--- config.mk ---
export PLATFORM = sky130hd
export DESIGN_NAME = pq_src_ctrl
export DESIGN_NICKNAME = d
export VERILOG_FILES = /design/src/rtl/pq_src_pkg.sv /design/src/rtl/pq_src_decode.sv /design/src/rtl/pq_src_hwsel.sv /design/src/rtl/pq_src_ctrl.sv
export SDC_FILE = /design/constraint.sdc
export NUM_CORES = 1
export LEC_CHECK = 0
export CAP_MARGIN = 20
export CORE_MARGIN = 2
export CORE_UTILIZATION = 45
export DETAILED_ROUTE_END_ITERATION = 12
export HOLD_SLACK_MARGIN = 0.15
export PLACE_DENSITY = 0.82
export SKIP_CTS_REPAIR_TIMING = 1
export SYNTH_ARGS = -nofsm -noshare
export SYNTH_HDL_FRONTEND = slang
export SYNTH_HIERARCHICAL = 1
export SYNTH_SLANG_ARGS = --single-unit
--- constraint.sdc ---
create_clock -name clk -period 3.5 [get_ports clk]
set_input_delay 0.525 -clock clk [delete_from_list [all_inputs] [get_ports clk]]
set_output_delay 0.525 -clock clk [all_outputs]
set_load 0.02 [all_outputs]
--- src/rtl/pq_src_pkg.sv ---
package pq_src_pkg;

  typedef enum logic [1:0] {
    PQ_IDLE   = 2'b00,
    PQ_OFF    = 2'b01,
    PQ_PEND   = 2'b10,
    PQ_QUEUED = 2'b11
  } pq_t;

  typedef enum logic [2:0] {
    OP_TRIG,
    OP_EOI,
    OP_GET,
    OP_SET,
    OP_BAD
  } op_t;

  typedef enum logic [1:0] {
    HW_EDGE,
    HW_RISE,
    HW_FALL
  } hw_t;

  typedef struct packed {
    pq_t  nxt;
    logic fwd;
  } step_t;

  function automatic step_t trig_step(pq_t s);
    step_t r;
    r.nxt = s;
    r.fwd = 1'b0;
    if (s == PQ_IDLE) begin
      r.nxt = PQ_PEND;
      r.fwd = 1'b1;
    end else if (s == PQ_PEND) begin
      r.nxt = PQ_QUEUED;
    end
    return r;
  endfunction

  function automatic step_t eoi_step(pq_t s);
    step_t r;
    r.nxt = s;
    r.fwd = 1'b0;
    if (s == PQ_PEND) begin
      r.nxt = PQ_IDLE;
    end else if (s == PQ_QUEUED) begin
      r.nxt = PQ_PEND;
      r.fwd = 1'b1;
    end
    return r;
  endfunction

  function automatic step_t level_step(pq_t s);
    step_t r;
    r.nxt = s;
    r.fwd = 1'b0;
    if (s == PQ_IDLE) begin
      r.nxt = PQ_PEND;
      r.fwd = 1'b1;
    end
    return r;
  endfunction

endpackage

--- src/rtl/pq_src_decode.sv ---
module pq_src_decode
  import pq_src_pkg::*;
#(
  parameter int N          = 12,
  parameter int IDX_W      = 4,
  parameter int PAGE_SHIFT = 12,
  parameter int TWO_PAGE   = 1,
  parameter int LA_W       = 9
) (
  input  logic [LA_W-1:0]  line_addr,
  input  logic             is_store,
  input  logic             store_eoi_en,
  output op_t              op,
  output logic [IDX_W-1:0] idx,
  output pq_t              set_val
);

  localparam int SRC_LSB = PAGE_SHIFT - 8 + TWO_PAGE;

  logic [3:0] nib;
  logic       trig_pg;
  logic       in_range;

  assign nib      = line_addr[3:0];
  assign idx      = line_addr[LA_W-1:SRC_LSB];
  assign in_range = 32'(idx) < N;
  assign set_val  = pq_t'(nib[1:0]);

  generate
    if (TWO_PAGE != 0) begin : g_pair
      assign trig_pg = ~line_addr[PAGE_SHIFT-8];
    end else begin : g_single
      assign trig_pg = 1'b0;
    end
  endgenerate

  always_comb begin
    op = OP_BAD;
    if (!in_range) begin
      op = OP_BAD;
    end else if (trig_pg) begin
      op = is_store ? OP_TRIG : OP_BAD;
    end else if (is_store) begin
      case (nib[3:2])
        2'b00:   op = OP_TRIG;
        2'b01:   op = store_eoi_en ? OP_EOI : OP_BAD;
        2'b10:   op = OP_BAD;
        default: op = OP_SET;
      endcase
    end else if (!nib[3]) begin
      op = OP_EOI;
    end else begin
      op = nib[2] ? OP_SET : OP_GET;
    end
  end

endmodule

--- src/rtl/pq_src_hwsel.sv ---
module pq_src_hwsel
  import pq_src_pkg::*;
#(
  parameter int           N          = 12,
  parameter int           IDX_W      = 4,
  parameter logic [N-1:0] LEVEL_MASK = '0
) (
  input  logic             clk,
  input  logic             rst_n,
  input  logic [N-1:0]     irq_in,
  input  logic             take,
  output logic             hw_valid,
  output logic [IDX_W-1:0] hw_idx,
  output hw_t              hw_kind,
  output logic [N-1:0]     asserted
);

  logic [N-1:0] want;

  generate
    for (genvar i = 0; i < N; i++) begin : g_src
      logic took;
      assign took = take && (hw_idx == IDX_W'(i));
      if (LEVEL_MASK[i]) begin : g_level
        logic lvl_q;
        always_ff @(posedge clk or negedge rst_n) begin
          if (!rst_n)    lvl_q <= 1'b0;
          else if (took) lvl_q <= irq_in[i];
        end
        assign want[i]     = irq_in[i] ^ lvl_q;
        assign asserted[i] = lvl_q;
      end else begin : g_edge
        logic pend_q;
        always_ff @(posedge clk or negedge rst_n) begin
          if (!rst_n) pend_q <= 1'b0;
          else        pend_q <= (pend_q & ~took) | irq_in[i];
        end
        assign want[i]     = pend_q;
        assign asserted[i] = 1'b0;
      end
    end
  endgenerate

  always_comb begin
    hw_valid = 1'b0;
    hw_idx   = '0;
    for (int i = N - 1; i >= 0; i--) begin
      if (want[i]) begin
        hw_valid = 1'b1;
        hw_idx   = IDX_W'(i);
      end
    end
    if (!LEVEL_MASK[hw_idx]) hw_kind = HW_EDGE;
    else if (irq_in[hw_idx]) hw_kind = HW_RISE;
    else                     hw_kind = HW_FALL;
  end

endmodule

--- src/rtl/pq_src_ctrl.sv ---
module pq_src_ctrl
  import pq_src_pkg::*;
#(
  parameter int           N          = 12,
  parameter int           PAGE_SHIFT = 12,
  parameter int           TWO_PAGE   = 1,
  parameter logic [N-1:0] LEVEL_MASK = 12'hF00,
  localparam int          IDX_W      = $clog2(N),
  localparam int          LA_W       = PAGE_SHIFT - 8 + TWO_PAGE + IDX_W
) (
  input  logic             clk,
  input  logic             rst_n,
  input  logic             store_eoi_en,
  input  logic [N-1:0]     irq_in,
  input  logic             req_valid,
  output logic             req_ready,
  input  logic             req_store,
  input  logic [LA_W-1:0]  req_line,
  output logic             rsp_valid,
  input  logic             rsp_ready,
  output logic [63:0]      rsp_data,
  output logic             notify_valid,
  input  logic             notify_ready,
  output logic [IDX_W-1:0] notify_src,
  output logic             err
);

  op_t              dec_op;
  logic [IDX_W-1:0] dec_idx;
  pq_t              dec_set;
  logic             hw_valid;
  logic [IDX_W-1:0] hw_idx;
  hw_t              hw_kind;
  logic [N-1:0]     asserted;
  logic             stall, fire_req, fire_hw;
  logic [IDX_W-1:0] sel, sel_safe;
  pq_t              cur;
  step_t            step, lv;
  logic             wr, bad;
  logic [63:0]      rdata;
  pq_t              pq_q [N];

  pq_src_decode #(
    .N(N), .IDX_W(IDX_W), .PAGE_SHIFT(PAGE_SHIFT),
    .TWO_PAGE(TWO_PAGE), .LA_W(LA_W)
  ) u_dec (
    .line_addr    (req_line),
    .is_store     (req_store),
    .store_eoi_en (store_eoi_en),
    .op           (dec_op),
    .idx          (dec_idx),
    .set_val      (dec_set)
  );

  pq_src_hwsel #(
    .N(N), .IDX_W(IDX_W), .LEVEL_MASK(LEVEL_MASK)
  ) u_hw (
    .clk      (clk),
    .rst_n    (rst_n),
    .irq_in   (irq_in),
    .take     (fire_hw),
    .hw_valid (hw_valid),
    .hw_idx   (hw_idx),
    .hw_kind  (hw_kind),
    .asserted (asserted)
  );

  assign stall     = (notify_valid & ~notify_ready) | (rsp_valid & ~rsp_ready);
  assign req_ready = ~stall;
  assign fire_req  = req_valid & ~stall;
  assign fire_hw   = ~stall & ~req_valid & hw_valid;
  assign sel       = fire_req ? dec_idx : hw_idx;
  assign sel_safe  = (32'(sel) < N) ? sel : '0;
  assign cur       = pq_q[sel_safe];

  always_comb begin
    step.nxt = cur;
    step.fwd = 1'b0;
    lv       = step;
    wr       = 1'b0;
    bad      = 1'b0;
    rdata    = '0;
    if (fire_req) begin
      case (dec_op)
        OP_TRIG: begin
          step = trig_step(cur);
          wr   = 1'b1;
        end
        OP_EOI: begin
          step = eoi_step(cur);
          if (LEVEL_MASK[sel_safe] && asserted[sel_safe]) begin
            lv       = level_step(step.nxt);
            step.nxt = lv.nxt;
            step.fwd = step.fwd | lv.fwd;
          end
          wr = 1'b1;
          if (!req_store) rdata = {63'd0, step.fwd};
        end
        OP_GET: begin
          rdata = {62'd0, cur};
        end
        OP_SET: begin
          step.nxt = dec_set;
          wr       = 1'b1;
          if (!req_store) rdata = {62'd0, cur};
        end
        default: begin
          bad = 1'b1;
          if (!req_store) rdata = '1;
        end
      endcase
    end else if (fire_hw) begin
      case (hw_kind)
        HW_EDGE: begin
          step = trig_step(cur);
          wr   = 1'b1;
        end
        HW_RISE: begin
          step = level_step(cur);
          wr   = 1'b1;
        end
        default: ;
      endcase
    end
  end

  always_ff @(posedge clk or negedge rst_n) begin
    if (!rst_n) begin
      for (int i = 0; i < N; i++) pq_q[i] <= PQ_OFF;
    end else if (wr) begin
      pq_q[sel_safe] <= step.nxt;
    end
  end

  always_ff @(posedge clk or negedge rst_n) begin
    if (!rst_n) begin
      notify_valid <= 1'b0;
      notify_src   <= '0;
      rsp_valid    <= 1'b0;
      rsp_data     <= '0;
      err          <= 1'b0;
    end else begin
      if (notify_ready || !notify_valid) begin
        notify_valid <= (fire_req | fire_hw) & step.fwd;
        notify_src   <= sel_safe;
      end
      if (rsp_ready || !rsp_valid) begin
        rsp_valid <= fire_req;
        rsp_data  <= rdata;
      end
      err <= fire_req & bad;
    end
  end

endmodule

==> insert_results.sql <==
INSERT INTO impl_metrics (metric_group, metric, value, unit) VALUES
('global_route', 'gr-total-overflow', '0', ''),
('status', 'violations', 'setup timing', ''),
('final_layout', 'insertedDiodeCount', '0', ''),
('job', 'timing.max_cap.violations', '0', ''),
('global_route', 'wire_length_of_the_first_global_routing_pass', '15.7', 'mm'),
('die', 'site_rows', '33', ''),
('drt', 'drt_iter0_drc', '382', ''),
('final_layout', 'share_of_layout_cells_above_drive_strength_1', '38.8', '%'),
('clock_network', 'htreeDepth', '2', ''),
('die', 'die_y', '95.9', 'um'),
('place', 'io_buffers', '99', ''),
('logic_synthesis', 'syn_avg_cell_area', '9.52', 'sq um'),
('worst_hold_path', 'hold_path_class', 'reg2reg', ''),
('drt', 'vias_cell', '5.82', ''),
('timing', 'max_freq', '255', 'MHz'),
('critical_path', 'worst_ep_arrival', '4180', 'ps'),
('place', 'pre_cts_slack', '-1180', 'ps'),
('timing', 'timing_worst_slew_pin_value', '671', 'ps'),
('drt', 'route.detailed.wl_per_inst', '19.0', 'um'),
('global_route', 'first_global_vias', '3178', ''),
('clock_network', 'clkSinkCount', '46', ''),
('final_layout', 'multi_input_combinational_cell_area', '0.00226', 'sq mm'),
('critical_path', 'worstSetupEndpointType', 'register', ''),
('timing', 'worst_slack', '-417', 'ps'),
('timing', 'rsz0062_at_grt', 'yes', ''),
('logic_synthesis', 'synth_fp_nets', '430', ''),
('timing', 'report.final.setup_viol', '27', ''),
('timing', 'timing.slew.headroom', '54.9', '%'),
('place', 'dpl.cell_count', '589', ''),
('status', 'run_status', 'finished with violations', ''),
('clock_network', 'clk_transition_reported_paths', '100', 'ps'),
('timing', 'finalHoldWorstSlack', '483', 'ps'),
('pwr', 'power.density', '522', 'mW/mm^2'),
('global_route', 'grt_start_max_net_pins', '63', ''),
('final_layout', 'fin_nets', '548', ''),
('die', 'dieArea', '0.00919', 'sq mm'),
('global_route', 'groute.layer.met3.usage', '2.90', '%'),
('logic_synthesis', 'synth_cells', '399', ''),
('drt', 'drt_pass1_iterations', '5', ''),
('critical_path', 'cp-start-kind', 'register', ''),
('drt', 'finalWirelength', '11.9', 'mm'),
('die', 'design.core.area', '0.00822', 'sq mm'),
('critical_path', 'register_to_register_setup_slack', '-420', 'ps'),
('pwr', 'irDropWorstVdd', '0.239', 'mV'),
('global_route', 'gr-usage-met2', '38.1', '%'),
('clock_network', 'cts_inserted_buffers', '5', ''),
('pwr', 'leakage_power_summed_over_all_cells', '0.00229', 'uW'),
('drt', 'antenna_left', '0', ''),
('critical_path', 'worstSetupPathType', 'reg2reg', ''),
('clock_network', 'cts_root_buf', 'sky130_fd_sc_hd__clkbuf_8', ''),
('place', 'dpl.hpwl', '7.60', 'mm'),
('die', 'initial_utilization', '46.2', '%'),
('global_route', 'busiest_layer', 'met2', ''),
('drt', 'remaining_drc_errors', '0', ''),
('global_route', 'gr_usage_total', '22.0', '%'),
('critical_path', 'timing.critical_path.required', '3770', 'ps'),
('clock_network', 'cts_tree', 'done', ''),
('timing', 'timing.final.hold_violations', '0', ''),
('drt', 'total_number_of_vias', '3628', ''),
('die', 'die_width', '95.9', 'um'),
('place', 'place_area', '0.00488', 'sq mm'),
('timing', 'crit_path_time_final', '3920', 'ps'),
('global_route', 'antenna_found_initial', '0', ''),
('clock_network', 'clockBufferDepth', '2', ''),
('final_layout', 'finish.instance_area', '0.00553', 'sq mm'),
('die', 'io_pins', '100', ''),
('place', 'place_congestion', '0.911', ''),
('final_layout', 'area.growth.synth_to_final', '45.4', '%'),
('critical_path', 'crit_fanout', '6', ''),
('timing', 'fin_skew', '14.4', 'ps'),
('final_layout', 'final.fill_count', '564', ''),
('global_route', 'groute.layer.met1.usage', '28.6', '%'),
('logic_synthesis', 'syn_area', '0.00380', 'sq mm'),
('logic_synthesis', 'synth_warnings', '6', ''),
('timing', 'maxSlewViolCount', '0', ''),
('final_layout', 'storage_cell_area', '0.00117', 'sq mm'),
('final_layout', 'final_instance_count_without_filler_cells', '623', ''),
('clock_network', 'worst_skew_pair.late_latency', '320', 'ps'),
('timing', 'final_min_period_over_clock_period', '112', '%');
-- layout by cell type, fill, tap and decap left out, types with 8 or more instances in the layout --
cell type and instances:
sky130_fd_sc_hd__buf_4 84, sky130_fd_sc_hd__dfrtp_1 34, sky130_fd_sc_hd__nand2b_1 8, sky130_fd_sc_hd__dfstp_2 12, sky130_fd_sc_hd__clkdlybuf4s50_1 94, sky130_fd_sc_hd__o21ai_0 10
sky130_fd_sc_hd__inv_1 15, sky130_fd_sc_hd__nor2_1 20, sky130_fd_sc_hd__mux2_4 11, sky130_fd_sc_hd__nand2_1 47, sky130_fd_sc_hd__a21o_1 9
-- cell type report --
class                   instances  area share [%]
clock buffers                   5            1.25
flip-flops and latches         46            21.1
inverters                      18            1.27
multi-input cells             251            40.9
repair buffers                195            32.6
clock inverters                 3           0.498
well taps                     105            2.38
-- registers in the layout (all words and copies together), names as in the netlist --
register and count:
rsp_data 3, u_hw/g_src.g_level.lvl_q 4, notify_valid 1, notify_src 4
u_hw/g_src.g_edge.pend_q 8, rsp_valid 1, pq_q 24, err 1
-- critical path, stage by stage, from the launching register on --
cell                        delay (ps)
sky130_fd_sc_hd__dfrtp_1           400
sky130_fd_sc_hd__or4_4             590
sky130_fd_sc_hd__nor2_4            160
sky130_fd_sc_hd__nand2_1            80
sky130_fd_sc_hd__nand2_2           120
sky130_fd_sc_hd__inv_1              60
sky130_fd_sc_hd__ha_1              210
sky130_fd_sc_hd__buf_4             170
sky130_fd_sc_hd__inv_1             100
sky130_fd_sc_hd__nand2_1            90
sky130_fd_sc_hd__a311o_1           300
sky130_fd_sc_hd__a221o_1           310
sky130_fd_sc_hd__buf_4             160
sky130_fd_sc_hd__a21oi_4           180
sky130_fd_sc_hd__o31ai_2           110
sky130_fd_sc_hd__a311oi_4          450
sky130_fd_sc_hd__clkbuf_16         230
sky130_fd_sc_hd__mux2_4            140
-- layer usage --
metal  up-vias  routed length [um]
li1       1586                   -
met4         0                 414
met3        47                1050
met2       250                5730
met1      1745                4650
met5         -                   0
-- through the flow --
| stage | total power [uW] | utilization [%] | setup TNS [ps] |
|---|---|---|---|
| final | 2880 | 67.3 | -8780 |
| after global routing | 3000 | 67.3 | -11760 |
| after CTS | 2460 | 60.6 | -19450 |
| after detailed placement | 2090 | 59.4 | -27880 |
| after global placement | 2050 | 59.4 | -22130 |
| after floorplan | 1700 | - | -160 |
-- path summary, 6_finish.rpt --
check                           cells after the start                                    end                                  start
worst max-delay path                               17                   pq_q[13]$_DFFE_PN0P_  u_hw/g_src[1].g_edge.pend_q$_DFF_PN0_
worst min-delay path                                1               rsp_data[62]$_DFFE_PN0N_               rsp_data[62]$_DFFE_PN0N_
worst max register to register                     17                   pq_q[13]$_DFFE_PN0P_  u_hw/g_src[1].g_edge.pend_q$_DFF_PN0_
worst min register to register                      1               rsp_data[62]$_DFFE_PN0N_               rsp_data[62]$_DFFE_PN0N_
max in group asynchronous                           3                    pq_q[6]$_DFFE_PN1P_                                  rst_n
min in group asynchronous                           2  u_hw/g_src[2].g_edge.pend_q$_DFF_PN0_                                  rst_n
-- power by group --
group          internal (uW)  switching, uW  total [uW]
sequential               710            119         830
clock                    148            217         366
combinational            840            849        1690
total                   1700           1190        2880
No activity file was read; power rests on OpenSTA's default activity.
